### src/rtl/dpd_pkg.sv
package dpd_pkg;

   // Canonical shift codes reported on the record
   typedef enum logic [2:0] {
      SH_NONE = 3'd0,
      SH_LSL  = 3'd1,
      SH_LSR  = 3'd2,
      SH_ASR  = 3'd3,
      SH_ROR  = 3'd4,
      SH_RRX  = 3'd5
   } shift_e;

   // Second-operand classes
   typedef enum logic [1:0] {
      OPK_IMM   = 2'd0,
      OPK_SHIMM = 2'd1,
      OPK_SHREG = 2'd2
   } opkind_e;

   localparam int unsigned SLOT_W = 2;
   localparam logic [SLOT_W-1:0] FLEX_IN_B = 2'd2;
   localparam logic [SLOT_W-1:0] FLEX_IN_C = 2'd3;

   // Opcodes 8..11 only test and set flags
   function automatic logic opc_is_compare(input logic [3:0] opc);
      return opc[3:2] == 2'b10;
   endfunction

   // Opcodes 13 and 15 take no first source
   function automatic logic opc_is_move(input logic [3:0] opc);
      return (opc[3:2] == 2'b11) && opc[0];
   endfunction

   function automatic shift_e raw_to_shift(input logic [1:0] code);
      shift_e s;
      case (code)
         2'b00:   s = SH_LSL;
         2'b01:   s = SH_LSR;
         2'b10:   s = SH_ASR;
         default: s = SH_ROR;
      endcase
      return s;
   endfunction

endpackage

### src/rtl/dpd_imm_expand.sv
module dpd_imm_expand #(
   parameter int unsigned DATA_W = 32,
   parameter int unsigned IMM8_W = 8,
   parameter int unsigned ROT_W  = 4
) (
   input  logic [IMM8_W-1:0] imm8,
   input  logic [ROT_W-1:0]  rot,
   output logic [DATA_W-1:0] value
);

   // Log-depth rotator: stage k rotates right by 2^(k+1) when rot[k] is set
   logic [ROT_W:0][DATA_W-1:0] stg;

   assign stg[0] = {{(DATA_W-IMM8_W){1'b0}}, imm8};

   for (genvar k = 0; k < ROT_W; k++) begin : g_stage
      localparam int unsigned SH = 2 << k;
      assign stg[k+1] = rot[k] ? {stg[k][SH-1:0], stg[k][DATA_W-1:SH]} : stg[k];
   end

   assign value = stg[ROT_W];

endmodule

### src/rtl/dpd_shift_canon.sv
module dpd_shift_canon
   import dpd_pkg::*;
#(
   parameter int unsigned REG_W     = 4,
   parameter int unsigned SHAMT_W   = 5,
   parameter bit          FOLD_ZERO = 1'b1
) (
   input  logic               imm_form,
   input  logic               reg_amount,
   input  logic [1:0]         type_raw,
   input  logic [SHAMT_W-1:0] amt_raw,
   input  logic [REG_W-1:0]   rs_raw,
   input  logic [REG_W-1:0]   rm_raw,
   output logic [1:0]         kind,
   output logic [2:0]         stype,
   output logic [SHAMT_W-1:0] amt,
   output logic [REG_W-1:0]   rs,
   output logic [REG_W-1:0]   rm,
   output logic               extra
);

   shift_e base_type;
   shift_e const_type;

   assign base_type = raw_to_shift(type_raw);

   // Variant: fold zero-amount constant shifts into canonical codes, or not
   if (FOLD_ZERO) begin : g_fold
      always_comb begin
         const_type = base_type;
         if (amt_raw == '0) begin
            if (base_type == SH_LSL) const_type = SH_NONE;
            else if (base_type == SH_ROR) const_type = SH_RRX;
         end
      end
   end else begin : g_raw
      assign const_type = base_type;
   end

   always_comb begin
      kind  = OPK_IMM;
      stype = SH_NONE;
      amt   = '0;
      rs    = '0;
      rm    = '0;
      extra = 1'b0;
      if (!imm_form) begin
         rm = rm_raw;
         if (reg_amount) begin
            kind  = OPK_SHREG;
            stype = base_type;
            rs    = rs_raw;
            extra = 1'b1;
         end else begin
            kind  = OPK_SHIMM;
            stype = const_type;
            amt   = amt_raw;
         end
      end
   end

endmodule

### src/rtl/dpd_operand_shape.sv
module dpd_operand_shape
   import dpd_pkg::*;
#(
   parameter int unsigned REG_W  = 4,
   parameter int unsigned OPC_W  = 4,
   parameter int unsigned PC_REG = 15
) (
   input  logic [OPC_W-1:0]  opc,
   input  logic              s_bit,
   input  logic [REG_W-1:0]  rd,
   input  logic [REG_W-1:0]  rn,
   output logic [REG_W-1:0]  a_reg,
   output logic              a_written,
   output logic [REG_W-1:0]  b_reg,
   output logic              b_valid,
   output logic [SLOT_W-1:0] flex_slot,
   output logic              set_flags,
   output logic              branch_ind
);

   localparam logic [REG_W-1:0] PC_ID = REG_W'(PC_REG);

   logic is_cmp;
   logic is_mov;

   assign is_cmp = opc_is_compare(opc);
   assign is_mov = opc_is_move(opc);

   always_comb begin
      a_reg     = rd;
      a_written = 1'b1;
      b_reg     = rn;
      b_valid   = 1'b1;
      flex_slot = FLEX_IN_C;
      set_flags = s_bit;
      if (is_cmp) begin
         // no result: everything shifts up one slot
         a_reg     = rn;
         a_written = 1'b0;
         b_reg     = '0;
         b_valid   = 1'b0;
         flex_slot = FLEX_IN_B;
         set_flags = 1'b1;
      end else if (is_mov) begin
         // no first source: flexible operand takes slot B
         b_reg     = '0;
         b_valid   = 1'b0;
         flex_slot = FLEX_IN_B;
      end
   end

   assign branch_ind = a_written && (rd == PC_ID);

endmodule

### src/rtl/dp_operand_decode.sv
module dp_operand_decode
   import dpd_pkg::*;
#(
   parameter int unsigned DATA_W    = 32,
   parameter int unsigned REG_W     = 4,
   parameter int unsigned SHAMT_W   = 5,
   parameter int unsigned IMM8_W    = 8,
   parameter int unsigned ROT_W     = 4,
   parameter int unsigned OPC_W     = 4,
   parameter int unsigned PC_REG    = 15,
   parameter bit          FOLD_ZERO = 1'b1
) (
   input  logic               clk,
   input  logic               rst_n,
   input  logic               in_valid,
   input  logic [DATA_W-1:0]  in_word,
   output logic               out_valid,
   output logic [OPC_W-1:0]   out_opcode,
   output logic               out_set_flags,
   output logic               out_branch_ind,
   output logic [REG_W-1:0]   out_a_reg,
   output logic               out_a_written,
   output logic [REG_W-1:0]   out_b_reg,
   output logic               out_b_valid,
   output logic [1:0]         out_flex_slot,
   output logic [1:0]         out_kind,
   output logic [2:0]         out_shift_type,
   output logic [SHAMT_W-1:0] out_shift_amt,
   output logic [REG_W-1:0]   out_rs,
   output logic [REG_W-1:0]   out_rm,
   output logic [DATA_W-1:0]  out_imm,
   output logic               out_extra_cycle
);

   // Field positions derived from the widths
   localparam int unsigned RM_LSB    = 0;
   localparam int unsigned REGSH_BIT = REG_W;
   localparam int unsigned TYPE_LSB  = REG_W + 1;
   localparam int unsigned AMT_LSB   = TYPE_LSB + 2;
   localparam int unsigned RS_LSB    = IMM8_W;
   localparam int unsigned RD_LSB    = IMM8_W + ROT_W;
   localparam int unsigned RN_LSB    = RD_LSB + REG_W;
   localparam int unsigned S_BIT     = RN_LSB + REG_W;
   localparam int unsigned OPC_LSB   = S_BIT + 1;
   localparam int unsigned IMM_BIT   = OPC_LSB + OPC_W;

   // Elaboration-time consistency checks
   if (AMT_LSB + SHAMT_W != RD_LSB) begin : g_bad_amt
      $error("shift amount field must end below the destination field");
   end
   if (RS_LSB + REG_W != RD_LSB) begin : g_bad_rs
      $error("shift register field must end below the destination field");
   end
   if (IMM_BIT >= DATA_W) begin : g_bad_word
      $error("instruction fields exceed the word width");
   end
   if ((2 << ROT_W) != DATA_W) begin : g_bad_rot
      $error("rotation field must span the whole word in steps of two");
   end
   if ((1 << SHAMT_W) != DATA_W) begin : g_bad_shamt
      $error("shift amount width must address every bit of the word");
   end
   if (PC_REG >= (1 << REG_W)) begin : g_bad_pc
      $error("program counter index does not fit a register number");
   end
   if (OPC_W != 4) begin : g_bad_opc
      $error("opcode classification expects a four-bit opcode");
   end

   // Field extraction
   logic               f_imm_form;
   logic               f_reg_amt;
   logic [1:0]         f_type;
   logic [SHAMT_W-1:0] f_amt;
   logic [REG_W-1:0]   f_rs;
   logic [REG_W-1:0]   f_rm;
   logic [REG_W-1:0]   f_rd;
   logic [REG_W-1:0]   f_rn;
   logic               f_s;
   logic [OPC_W-1:0]   f_opc;
   logic [IMM8_W-1:0]  f_imm8;
   logic [ROT_W-1:0]   f_rot;
   logic               unused_high;

   assign f_imm_form  = in_word[IMM_BIT];
   assign f_reg_amt   = in_word[REGSH_BIT];
   assign f_type      = in_word[TYPE_LSB +: 2];
   assign f_amt       = in_word[AMT_LSB +: SHAMT_W];
   assign f_rs        = in_word[RS_LSB +: REG_W];
   assign f_rm        = in_word[RM_LSB +: REG_W];
   assign f_rd        = in_word[RD_LSB +: REG_W];
   assign f_rn        = in_word[RN_LSB +: REG_W];
   assign f_s         = in_word[S_BIT];
   assign f_opc       = in_word[OPC_LSB +: OPC_W];
   assign f_imm8      = in_word[0 +: IMM8_W];
   assign f_rot       = in_word[IMM8_W +: ROT_W];
   assign unused_high = ^in_word[DATA_W-1:IMM_BIT+1];

   // Second operand
   logic [DATA_W-1:0]  d_imm_full;
   logic [1:0]         d_kind;
   logic [2:0]         d_stype;
   logic [SHAMT_W-1:0] d_amt;
   logic [REG_W-1:0]   d_rs;
   logic [REG_W-1:0]   d_rm;
   logic               d_extra;

   dpd_imm_expand #(
      .DATA_W (DATA_W),
      .IMM8_W (IMM8_W),
      .ROT_W  (ROT_W)
   ) u_imm (
      .imm8  (f_imm8),
      .rot   (f_rot),
      .value (d_imm_full)
   );

   dpd_shift_canon #(
      .REG_W     (REG_W),
      .SHAMT_W   (SHAMT_W),
      .FOLD_ZERO (FOLD_ZERO)
   ) u_shift (
      .imm_form   (f_imm_form),
      .reg_amount (f_reg_amt),
      .type_raw   (f_type),
      .amt_raw    (f_amt),
      .rs_raw     (f_rs),
      .rm_raw     (f_rm),
      .kind       (d_kind),
      .stype      (d_stype),
      .amt        (d_amt),
      .rs         (d_rs),
      .rm         (d_rm),
      .extra      (d_extra)
   );

   // Operand slots and flags
   logic [REG_W-1:0] d_a_reg;
   logic             d_a_wr;
   logic [REG_W-1:0] d_b_reg;
   logic             d_b_valid;
   logic [1:0]       d_flex;
   logic             d_setf;
   logic             d_branch;

   dpd_operand_shape #(
      .REG_W  (REG_W),
      .OPC_W  (OPC_W),
      .PC_REG (PC_REG)
   ) u_shape (
      .opc        (f_opc),
      .s_bit      (f_s),
      .rd         (f_rd),
      .rn         (f_rn),
      .a_reg      (d_a_reg),
      .a_written  (d_a_wr),
      .b_reg      (d_b_reg),
      .b_valid    (d_b_valid),
      .flex_slot  (d_flex),
      .set_flags  (d_setf),
      .branch_ind (d_branch)
   );

   logic [DATA_W-1:0] d_imm;
   assign d_imm = f_imm_form ? d_imm_full : '0;

   // Output record register
   always_ff @(posedge clk or negedge rst_n) begin
      if (!rst_n) begin
         out_valid       <= 1'b0;
         out_opcode      <= '0;
         out_set_flags   <= 1'b0;
         out_branch_ind  <= 1'b0;
         out_a_reg       <= '0;
         out_a_written   <= 1'b0;
         out_b_reg       <= '0;
         out_b_valid     <= 1'b0;
         out_flex_slot   <= '0;
         out_kind        <= '0;
         out_shift_type  <= '0;
         out_shift_amt   <= '0;
         out_rs          <= '0;
         out_rm          <= '0;
         out_imm         <= '0;
         out_extra_cycle <= 1'b0;
      end else begin
         out_valid <= in_valid;
         if (in_valid) begin
            out_opcode      <= f_opc;
            out_set_flags   <= d_setf;
            out_branch_ind  <= d_branch;
            out_a_reg       <= d_a_reg;
            out_a_written   <= d_a_wr;
            out_b_reg       <= d_b_reg;
            out_b_valid     <= d_b_valid;
            out_flex_slot   <= d_flex;
            out_kind        <= d_kind;
            out_shift_type  <= d_stype;
            out_shift_amt   <= d_amt;
            out_rs          <= d_rs;
            out_rm          <= d_rm;
            out_imm         <= d_imm;
            out_extra_cycle <= d_extra;
         end
      end
   end

endmodule

### config.mk
export PLATFORM = sky130hd
export DESIGN_NAME = dp_operand_decode
export DESIGN_NICKNAME = d
export VERILOG_FILES = /design/src/rtl/dpd_pkg.sv /design/src/rtl/dpd_imm_expand.sv /design/src/rtl/dpd_shift_canon.sv /design/src/rtl/dpd_operand_shape.sv /design/src/rtl/dp_operand_decode.sv
export SDC_FILE = /design/constraint.sdc
export NUM_CORES = 1
export LEC_CHECK = 0
export BUFFER_PORTS_ARGS = -buffer_cell sky130_fd_sc_hd__buf_2
export CELL_PAD_IN_SITES_DETAIL_PLACEMENT = 1
export CELL_PAD_IN_SITES_GLOBAL_PLACEMENT = 1
export CORE_UTILIZATION = 32
export DETAILED_ROUTE_END_ITERATION = 10
export PLACE_DENSITY_LB_ADDON = 0.1
export SYNTH_ARGS = -nofsm -noshare
export SYNTH_HDL_FRONTEND = slang
export SYNTH_SLANG_ARGS = --single-unit
### constraint.sdc
create_clock -name clk -period 1.05 [get_ports clk]
set_input_delay 0 -clock clk [delete_from_list [all_inputs] [get_ports clk]]
set_output_delay 0 -clock clk [all_outputs]
set_load 0.01 [all_outputs]
## After elaboration in Yosys (flattened, before gate mapping)

Cells that the tools add are included.

- Register bits after elaboration: 70
- Bits in latches: 0
- Bits in writable memories: 0
- Bits in read-only memories: 0
- Input port bits: 35
- Output and inout port bits: 70
- Word-level logic and storage cells: 56
- Memories kept: 0

- Add/subtract/negate cells: 0
- $mul: 0
- Divide/modulo/power cells: 0
- Order comparisons: 0
- Equal/unequal tests: 7
- Shift operators: 0
- Mux-type cells: 29
- Bitwise logic cells: 0
- Reduce and logical (&&, ||, !) cells: 4

Operator list:

| kind | number |
|---|---|
| 2-to-1 mux 32 bit | 5 |
| 2-to-1 mux 4 bit | 6 |
| 2-to-1 mux 3 bit | 5 |
| 2-to-1 mux 5 bit | 2 |
| case mux 3 bit (3 select lines) | 1 |
| 2-to-1 mux 1 bit | 7 |
| equality test 2 bit, second input constant | 3 |
| 2-to-1 mux 2 bit | 3 |
| zero test 5 bit | 1 |
| equality test 4 bit, second input constant | 1 |
| equality test 3 x 1 -> 1 bit, second input constant | 1 |
| equality test 3 bit, second input constant | 1 |
| equality test 2 x 1 -> 1 bit, second input constant | 1 |
| logical AND 1 bit | 2 |
| zero test 2 bit | 1 |

## Logic depth before layout (Yosys ltp)

Gate-level depths: netlist (run 1).

- Word-level depth: 8
- Gate-level depth with buffers: 5
- Mapped depth without buffers: 5

## By module

A second synthesis (run 1) with hierarchy kept.

- Cells, all modules: 358
- Area total of the unflattened synthesis: 3799.9 µm²

Modules (own cells, without submodules):

| module | times used | cells each | area an instance (µm²) | sequential area each (µm²) |
|---|---|---|---|---|
| dp_operand_decode | 1 | 217 | 2798.9 | 1751.7 |
| dpd_imm_expand | 1 | 95 | 649.4 | 0.0 |
| dpd_shift_canon | 1 | 28 | 195.2 | 0.0 |
| dpd_operand_shape | 1 | 18 | 156.4 | 0.0 |

## Least setup slack after synthesis (run 1)

OpenSTA, ideal clock, no wires.

- Kind: in2reg
- Start: input port in_word[8]
- End: register out_shift_type[0]
- Library setup time: 0.087 ns
- Data arrival time: 1.162 ns
- Data required time: 0.963 ns
- Slack: -0.198 ns
- Stages on the path: 4
- Buffers on the path: 1
- Cell sequence: buf_6 or4_4 or4_1 o211ai_1

- Longest elaborated chain between the ends: 4

RTL lines:

| item | line | text |
|---|---|---|
| from (decl) | dp_operand_decode.sv:16 | `input logic [DATA_W-1:0] in_word,` |
| zero test 5 bit | dpd_shift_canon.sv:31 | `if (amt_raw == '0) begin` |
| 2-to-1 mux 3 bit | dpd_shift_canon.sv:31 |  |
| 2-to-1 mux 3 bit | dpd_shift_canon.sv:49 | `if (reg_amount) begin` |
| 2-to-1 mux 3 bit | dpd_shift_canon.sv:47 | `if (!imm_form) begin` |
| to (signal assigned) | dp_operand_decode.sv:198 | `out_shift_type <= d_stype;` |
| to (decl) | dp_operand_decode.sv:27 | `output logic [2:0] out_shift_type,` |

No other way between the ends.
A chain may end at the register's enable or synchronous reset.

## Worst setup path after layout (run 1)

- Start: input port in_word[24]
- End: register out_a_reg[3]

- Longest elaborated chain between the ends: 2

RTL lines:

| item | line | text |
|---|---|---|
| equality test 2 bit | dpd_pkg.sv:26 | `return opc[3:2] == 2'b10;` |
| 2-to-1 mux 4 bit | dpd_operand_shape.sv:36 | `if (is_cmp) begin` |
| to (signal assigned) | dp_operand_decode.sv:192 | `out_a_reg <= d_a_reg;` |
| to (decl) | dp_operand_decode.sv:21 | `output logic [REG_W-1:0] out_a_reg,` |

No other way between the ends.

==> metrics.md, run 1 <==
| Metric | Value |
|---|---|
| DR WL/cell | `16.6 um` |
| Most Used Layer, Global Route | `met1` |
| Count of cell types in the netlist | `35` |
| Clk Latency, worst-skew pair | `0.34 ns` |
| Internal | `4.40 mW` |
| Max reg flops | `32` |
| Ys async rst share | `100%` |
| Overall Global Routing Usage | `20.0%` |
| Final setup fails | `0` |
| RSZ-0062 raised after global routing | `no` |
| Pin count of the biggest net entering global routing | `69` |
| Arr. time, crit path | `1.23 ns` |
| Critical path peak fanout | `7` |
| Root buf cell | `clkbuf_8` |
| Antenna Cells | `0` |
| CTS sink cnt | `68` |
| Mapped Area | `3050 um^2` |
| CTS buffer count | `9` |
| H-tree depth | `3` |
| Finished Cell Area | `4270 um^2` |
| Adder-cell share of the synthesized area | `1.64%` |
| Sw power | `1.69 mW` |
| Final hold viol count | `0` |
| Max Buffers Root-to-Sink | `2` |
| Gr ovfl total | `0` |
| Fraction of the mapped netlist area in simple logic gates | `14.0%` |
| Top flop regs | `out_imm: 32 flops, out_shift_amt: 5 flops` |
| Relative slew slack | `71.3%` |
| Die area | `9910 um^2` |
| Max-cap violations | `0` |
| Power per Cell Area | `1430 nW/um^2` |
| M2 GR Usage | `28.8%` |
| PnR worst setup slack | `0.0492 ns` |
| Worst setup EP type | `flip-flop` |
| Slowest stage cell on the critical path | `dlygate4sd3_1` |
| Pleak | `2.10 nW` |
| Initial Util | `33.0%` |
| # fillers | `1,070` |
| Post-synthesis sequential area ratio | `55.9%` |
| Comb pwr share | `16.9%` |
| Post-synth EDFFs | `0` |
| Clk slew on worst S/H paths | `0.07 ns` |
| Leading cell type in the layout, fill and taps excluded | `buf_2` |
| Vias in the first global route | `2,808` |
| Core area | `9240 um^2` |
| Reg2Reg Setup Slack | `0.19 ns` |
| PortBufs | `98` |
| Final min period | `1.00 ns` |
| VDD IR-drop max | `0.519 mV` |
| Mux cell area share after synthesis | `7.03%` |
| Share of power burned in registers | `47.0%` |
| Slowest stage delay, CP | `0.54 ns` |
| Post-synthesis compound-gate area fraction | `17.3%` |
| Pre-CTS setup slack | `-0.305 ns` |
| Combinational family with the most area after synthesis | `compound AO/OA/AOI/OAI gates` |
| WS Path Type | `primary input to flip-flop` |
| Status | `completed` |
| Max-slew violation count | `0` |
| Ys Warns | `0` |
| Row Count | `35` |
| Max Freq | `0.999 GHz` |
| Power Total | `6.10 mW` |
| Met3 GRT Util | `4.78%` |
| Vias after detailed routing | `2,678` |
| Share of cells above drive strength 1 | `39.1%` |
| Post-route DRC | `0` |
| WHS | `0.0407 ns` |
| Worst slew pin tran | `0.430 ns` |
| First-pass GRT wire length | `15,000 um` |
| Dpl cell area | `3880 um^2` |
| Syn nets | `311` |
| Placed Cells | `512` |
| Vias per cell | `4.90` |
| Synth Area per Inst | `11.2 um^2` |
| Io pins | `105` |
| Fin Setup TNS | `0 ns` |
| Synth Flop Type | `dfrtp_1` |
| GR Util met1 | `28.9%` |
| DRT Wirelength | `9060 um` |
| Startpoint types | `primary input` |
| Die Ht | `99.6 um` |
| Antenna violations before repair | `0` |
| Crit path required time | `1.28 ns` |
| Switching share of power | `27.8%` |
| Final net count | `451` |
| Post-Synthesis Cells | `272` |
| Die X | `99.6 um` |
| Final Instance Count excl. Fillers | `546` |
| Hpwl dp | `6470 um` |
| Post-Synth XOR/XNOR Area | `0%` |
| Most frequent cells in the layout | `buf_2 (97), dfrtp_1 (68), buf_4 (31), nand2_1 (30), o2bb2ai_1 (29)` |
| Placer Congestion | `0.832` |
| Clock power frac | `36.1%` |
| Final Cycle Share | `95.3%` |
| Yosys reg bits | `68` |
| CTS tree | `done` |
| Detail Route Antenna Nets | `0` |
| P&R area growth vs syn | `40.3%` |
| Min-delay worst type | `primary input to flip-flop` |
| Register with the most flip-flops | `out_imm` |
| Worst Skew | `0 ns` |
| Drt initial violations | `129` |
| Final design utilization | `46.3%` |
| CP cell instances | `dlygate4sd3_1, buf_2, nor2b_4, buf_4, mux2i_1, a21oi_1` |
| Pre-Repair DR Iteration Count | `6` |
[routing by layer]
layer  share of wire [%]  up-vias
met5                   0        -
met1                  50     1319
met4                 1.6        0
li1                    -     1277
met3                 5.3       11
met2                  43       71
[synthesized netlist by cell type, types with 2 or more instances]
library cell  number  area share (%)
or2_2              2            0.41
nand2_1           30             3.7
o21ai_0            7             1.2
inv_1              8            0.99
nand2b_1           6             1.2
a222oi_1           4             1.3
ha_1               4             1.6
o211ai_1           2            0.49
a22oi_1            2            0.49
nor2_1            11             1.4
dfrtp_1           68              56
a21oi_1            6            0.99
buf_1              2            0.25
nor2b_1            7             1.4
o221ai_1           8             2.3
clkbuf_1          14             1.7
o2bb2ai_1         29             8.3
mux2_2            11             4.1
and2_1             4            0.82
buf_4              2            0.49
mux2i_1            9             3.0
a22o_1             5             1.4
nand3_1           14             2.3
nand3b_1           6             1.5
[final timing paths]
| path | startpoint | to | cells past startpoint |
|---|---|---|---|
| setup / recovery | in_word[24] | out_a_reg[3] | 6 |
| hold / removal | in_word[11] | out_rs[3] | 4 |
| setup reg to reg | out_shift_type[0] | out_shift_type[0] | 2 |
| hold reg to reg | out_flex_slot[1] | out_flex_slot[1] | 1 |
| max in group asynchronous | rst_n | out_imm[21] | 3 |
| min in group asynchronous | rst_n | out_b_reg[3] | 3 |
[what timing repair did]
action	CTS	global route
endpoints found under the hold margin	86	0
setup buffers	0	0
endpoints found under the setup margin	0	5
gates resized for setup	0	2
hold buffers	18	0
[layout make-up]
class	instances	area, um^2	area share, %
flip-flops and latches	68	1700	39.8
multi-input cells	175	1230	28.8
repair buffers	149	946	22.1
well taps	129	161	3.78
clock buffers	10	138	3.22
clock inverters	6	63.8	1.49
inverters	9	33.8	0.790
[power by group through the flow]
stage	Combinational, mW	Sequential [mW]	Clock [mW]
finish	1.03	2.86	2.20
global route	1.14	2.88	2.39
CTS	1.04	2.87	2.27
detailed placement	0.981	2.92	0
global placement	0.972	2.91	0
floorplan	0.392	2.99	0
[worst max-delay path: cells and delay by family]
family,cells,cell delay [ns]
mux,1,0.20
buf+inv,3,0.82
compound gates,1,0.08
simple gates,1,0.12
[cells by family after synthesis]
| kind of cell | after synthesis |
|---|---|
| mux | 20 |
| buf+inv | 29 |
| fa+ha+maj | 4 |
| flops | 68 |
| compound gates | 66 |
| simple gates | 85 |
Note: power is estimated with default switching activity, not from simulation.
==> run 2: changes to the inputs <==
--- a/config.mk
+++ b/config.mk
@@ -6,11 +6,9 @@
 export NUM_CORES = 1
 export LEC_CHECK = 0
 export BUFFER_PORTS_ARGS = -buffer_cell sky130_fd_sc_hd__buf_2
-export CELL_PAD_IN_SITES_DETAIL_PLACEMENT = 1
-export CELL_PAD_IN_SITES_GLOBAL_PLACEMENT = 1
 export CORE_UTILIZATION = 32
 export DETAILED_ROUTE_END_ITERATION = 10
-export PLACE_DENSITY_LB_ADDON = 0.1
+export SKIP_LAST_GASP = 1
 export SYNTH_ARGS = -nofsm -noshare
 export SYNTH_HDL_FRONTEND = slang
 export SYNTH_SLANG_ARGS = --single-unit
==> run 2 against run 1 <==
  * Utilization up 1.6 points
  * Flip-flop and latch count unchanged
  * Final cell count up 0.73%
  * Routed wire length down 7.4%
==> metrics.md, run 2 (synthesized netlist as in run 1, its figures left out) <==
| Metric | Value |
|---|---|
| Status | `completed` |
| Slowest stage delay, CP | `0.52 ns (-0.02 ns)` |
| Initial Util | `33.0% (unchanged)` |
| Buffers plus inverters on the worst setup path | `2 (-1)` |
| First-pass GRT wire length | `13,700 um (-8.7%)` |
| Most frequent cells in the layout | `buf_2 (98), dfrtp_1 (68), buf_4 (31), nand2_1 (30), o2bb2ai_1 (29)` |
| Overall Global Routing Usage | `18.0% (-1.9 points)` |
| Relative slew slack | `71.4% (+0.15 points)` |
| Arr. time, crit path | `1.28 ns (+0.05 ns)` |
| Share of power burned in registers | `43.6% (-3.4 points)` |
| H-tree depth | `3 (unchanged)` |
| Die Ht | `99.6 um (unchanged)` |
| Final setup fails | `0 (unchanged)` |
| Post-route DRC | `0 (unchanged)` |
| Share of cells above drive strength 1 | `40.4% (+1.3 points)` |
| Die area | `9910 um^2 (unchanged)` |
| Max-slew violation count | `0 (unchanged)` |
| WHS | `0.0535 ns (+0.0129 ns)` |
| Worst slew pin tran | `0.428 ns (-0.00130 ns)` |
| Reg2Reg Setup Slack | `0.24 ns (+0.05 ns)` |
| Vias in the first global route | `2,772 (-1.3%)` |
| Max reg flops | `32 (unchanged)` |
| Pre-Repair DR Iteration Count | `5 (-1)` |
| Comb pwr share | `16.3% (-0.6 points)` |
| Detail Route Antenna Nets | `0 (unchanged)` |
| Worst setup EP type | `flip-flop` |
| Pleak | `2.17 nW (+3.2%)` |
| Hold Startpoint | `in_word[0]` |
| Drt initial violations | `97 (-25%)` |
| DR WL/cell | `15.3 um (-8.0%)` |
| Final Cycle Share | `95.5% (+0.19 points)` |
| Final net count | `455 (+0.89%)` |
| Sw power | `1.64 mW (-3.2%)` |
| Gr ovfl total | `0 (unchanged)` |
| Vias after detailed routing | `2,665 (-0.49%)` |
| Register with the most flip-flops | `out_imm` |
| Leading cell type in the layout, fill and taps excluded | `buf_2` |
| Critical path peak fanout | `5 (-2)` |
| Max Buffers Root-to-Sink | `2 (unchanged)` |
| Root buf cell | `clkbuf_8` |
| PortBufs | `98 (unchanged)` |
| Clk Latency, worst-skew pair | `0.33 ns (about the same)` |
| Core area | `9240 um^2 (unchanged)` |
| Clock power frac | `40.1% (+4.0 points)` |
| Die X | `99.6 um (unchanged)` |
| Worst r2r src | `out_shift_type[0]` |
| Internal | `4.92 mW (+12%)` |
| Postcts setup bufs | `0 (unchanged)` |
| CP cell instances | `dlygate4sd3_1, buf_2, nand2b_1, a21oi_1, a22o_1` |
| Final hold viol count | `0 (unchanged)` |
| FF-to-FF path depth | `2 (unchanged)` |
| Top flop regs | `out_imm: 32 flops, out_shift_amt: 5 flops` |
| Hold path endpoint | `out_rm[0]` |
| RSZ-0062 raised after global routing | `yes` |
| WS Path Type | `primary input to flip-flop` |
| Hpwl dp | `6290 um (-2.8%)` |
| Placer Congestion | `0.873 (+5.0%)` |
| CTS buffer count | `9 (unchanged)` |
| Kind of cell adding the most delay to the critical path | `buffers and inverters` |
| Max Freq | `0.997 GHz (-0.20%)` |
| Power Total | `6.56 mW (+7.6%)` |
| Row Count | `35 (unchanged)` |
| VDD IR-drop max | `0.620 mV (+19%)` |
| Min-delay worst type | `primary input to flip-flop` |
| Vias per cell | `4.85 (-1.2%)` |
| Antenna Cells | `0 (unchanged)` |
| Pin count of the biggest net entering global routing | `34 (-51%)` |
| P&R area growth vs syn | `45.2%` |
| Critical R2R Capture | `out_shift_type[0]` |
| Clk slew on worst S/H paths | `0.07 ns (about the same)` |
| Crit path required time | `1.33 ns (+0.05 ns)` |
| Worst hold stages | `4 (unchanged)` |
| Worst Skew | `0 ns (unchanged)` |
| Max-cap violations | `0 (unchanged)` |
| CTS tree | `done` |
| Switching share of power | `25.0% (-2.8 points)` |
| Io pins | `105 (unchanged)` |
| DRT Wirelength | `8390 um (-7.4%)` |
| Antenna violations before repair | `0 (unchanged)` |
| CTS sink cnt | `68 (unchanged)` |
| Startpoint types | `primary input` |
| Slowest stage cell on the critical path | `dlygate4sd3_1` |
| Power per Cell Area | `1480 nW/um^2 (+4.0%)` |
| Final min period | `1.00 ns (+0.00198 ns)` |
==> run 2: routing by layer <==
layer / wire [um] / vias to the layer above / track usage [%]
li1: - / 1286 / -
met1: 4030 / 1279 / 23.7
met2: 3790 / 86 / 28.7
met3: 385 / 14 / 4.22
met4: 177 / 0 / 7.47
met5: 0 / - / 0
==> run 2: final cells by class <==
type,count,area (um^2)
multi-input cells,175,1250
fillers,866,4820
repair buffers,153,1020
flip-flops and latches,68,1700
clock inverters,6,111
inverters,9,33.8
clock buffers,10,138
well taps,129,161
==> run 2: through the flow <==
stage / cells / cell area, um^2 / util [%] / setup slack, ns / TNS [ns]
after floorplan: 272 / 3060 / - / -0.0224 / -0.0224
after global placement: 517 / 3970 / 43.0 / -0.175 / -3.77
after detailed placement: 517 / 3970 / 43.0 / -0.208 / -4.46
after CTS: 550 / 4390 / 47.5 / 0.0449 / 0
after global routing: 550 / 4420 / 47.9 / -0.00744 / -0.00744
final: 550 / 4420 / 47.9 / 0.0472 / 0
==> run 2: worst register-to-register path, delay by kind of cell, from the launching register on <==
family          cells  cell delay (ns)
compound gates      2             0.30
flops               1             0.39
==> run 2: power groups by stage <==
stage / logic, mW / clock network (mW) / registers, mW
floorplan: 0.392 / 0 / 2.99
global placement: 0.996 / 0 / 2.91
detailed placement: 1.01 / 0 / 2.91
CTS: 1.06 / 2.70 / 2.86
global route: 1.17 / 2.82 / 2.88
finish: 1.07 / 2.63 / 2.86
==> run 2: worst max-delay path by stage <==
stage | start | slack, ns | cells past startpoint | to
floorplan | in_word[8] | -0.02 | 4 | out_shift_type[0]
global placement | in_word[8] | -0.17 | 4 | out_imm[26]
detailed placement | in_word[8] | -0.21 | 4 | out_imm[30]
CTS | in_word[24] | 0.04 | 6 | out_a_reg[0]
global route | in_word[23] | -0.007 | 5 | out_b_reg[1]
finish | in_word[23] | 0.05 | 5 | out_b_reg[0]
==> run 2: what timing repair did <==
action,in CTS,in global routing
resized for setup,0,5
hold endpoints to repair,85,0
hold buffers,17,0
setup endpoints to repair,0,4
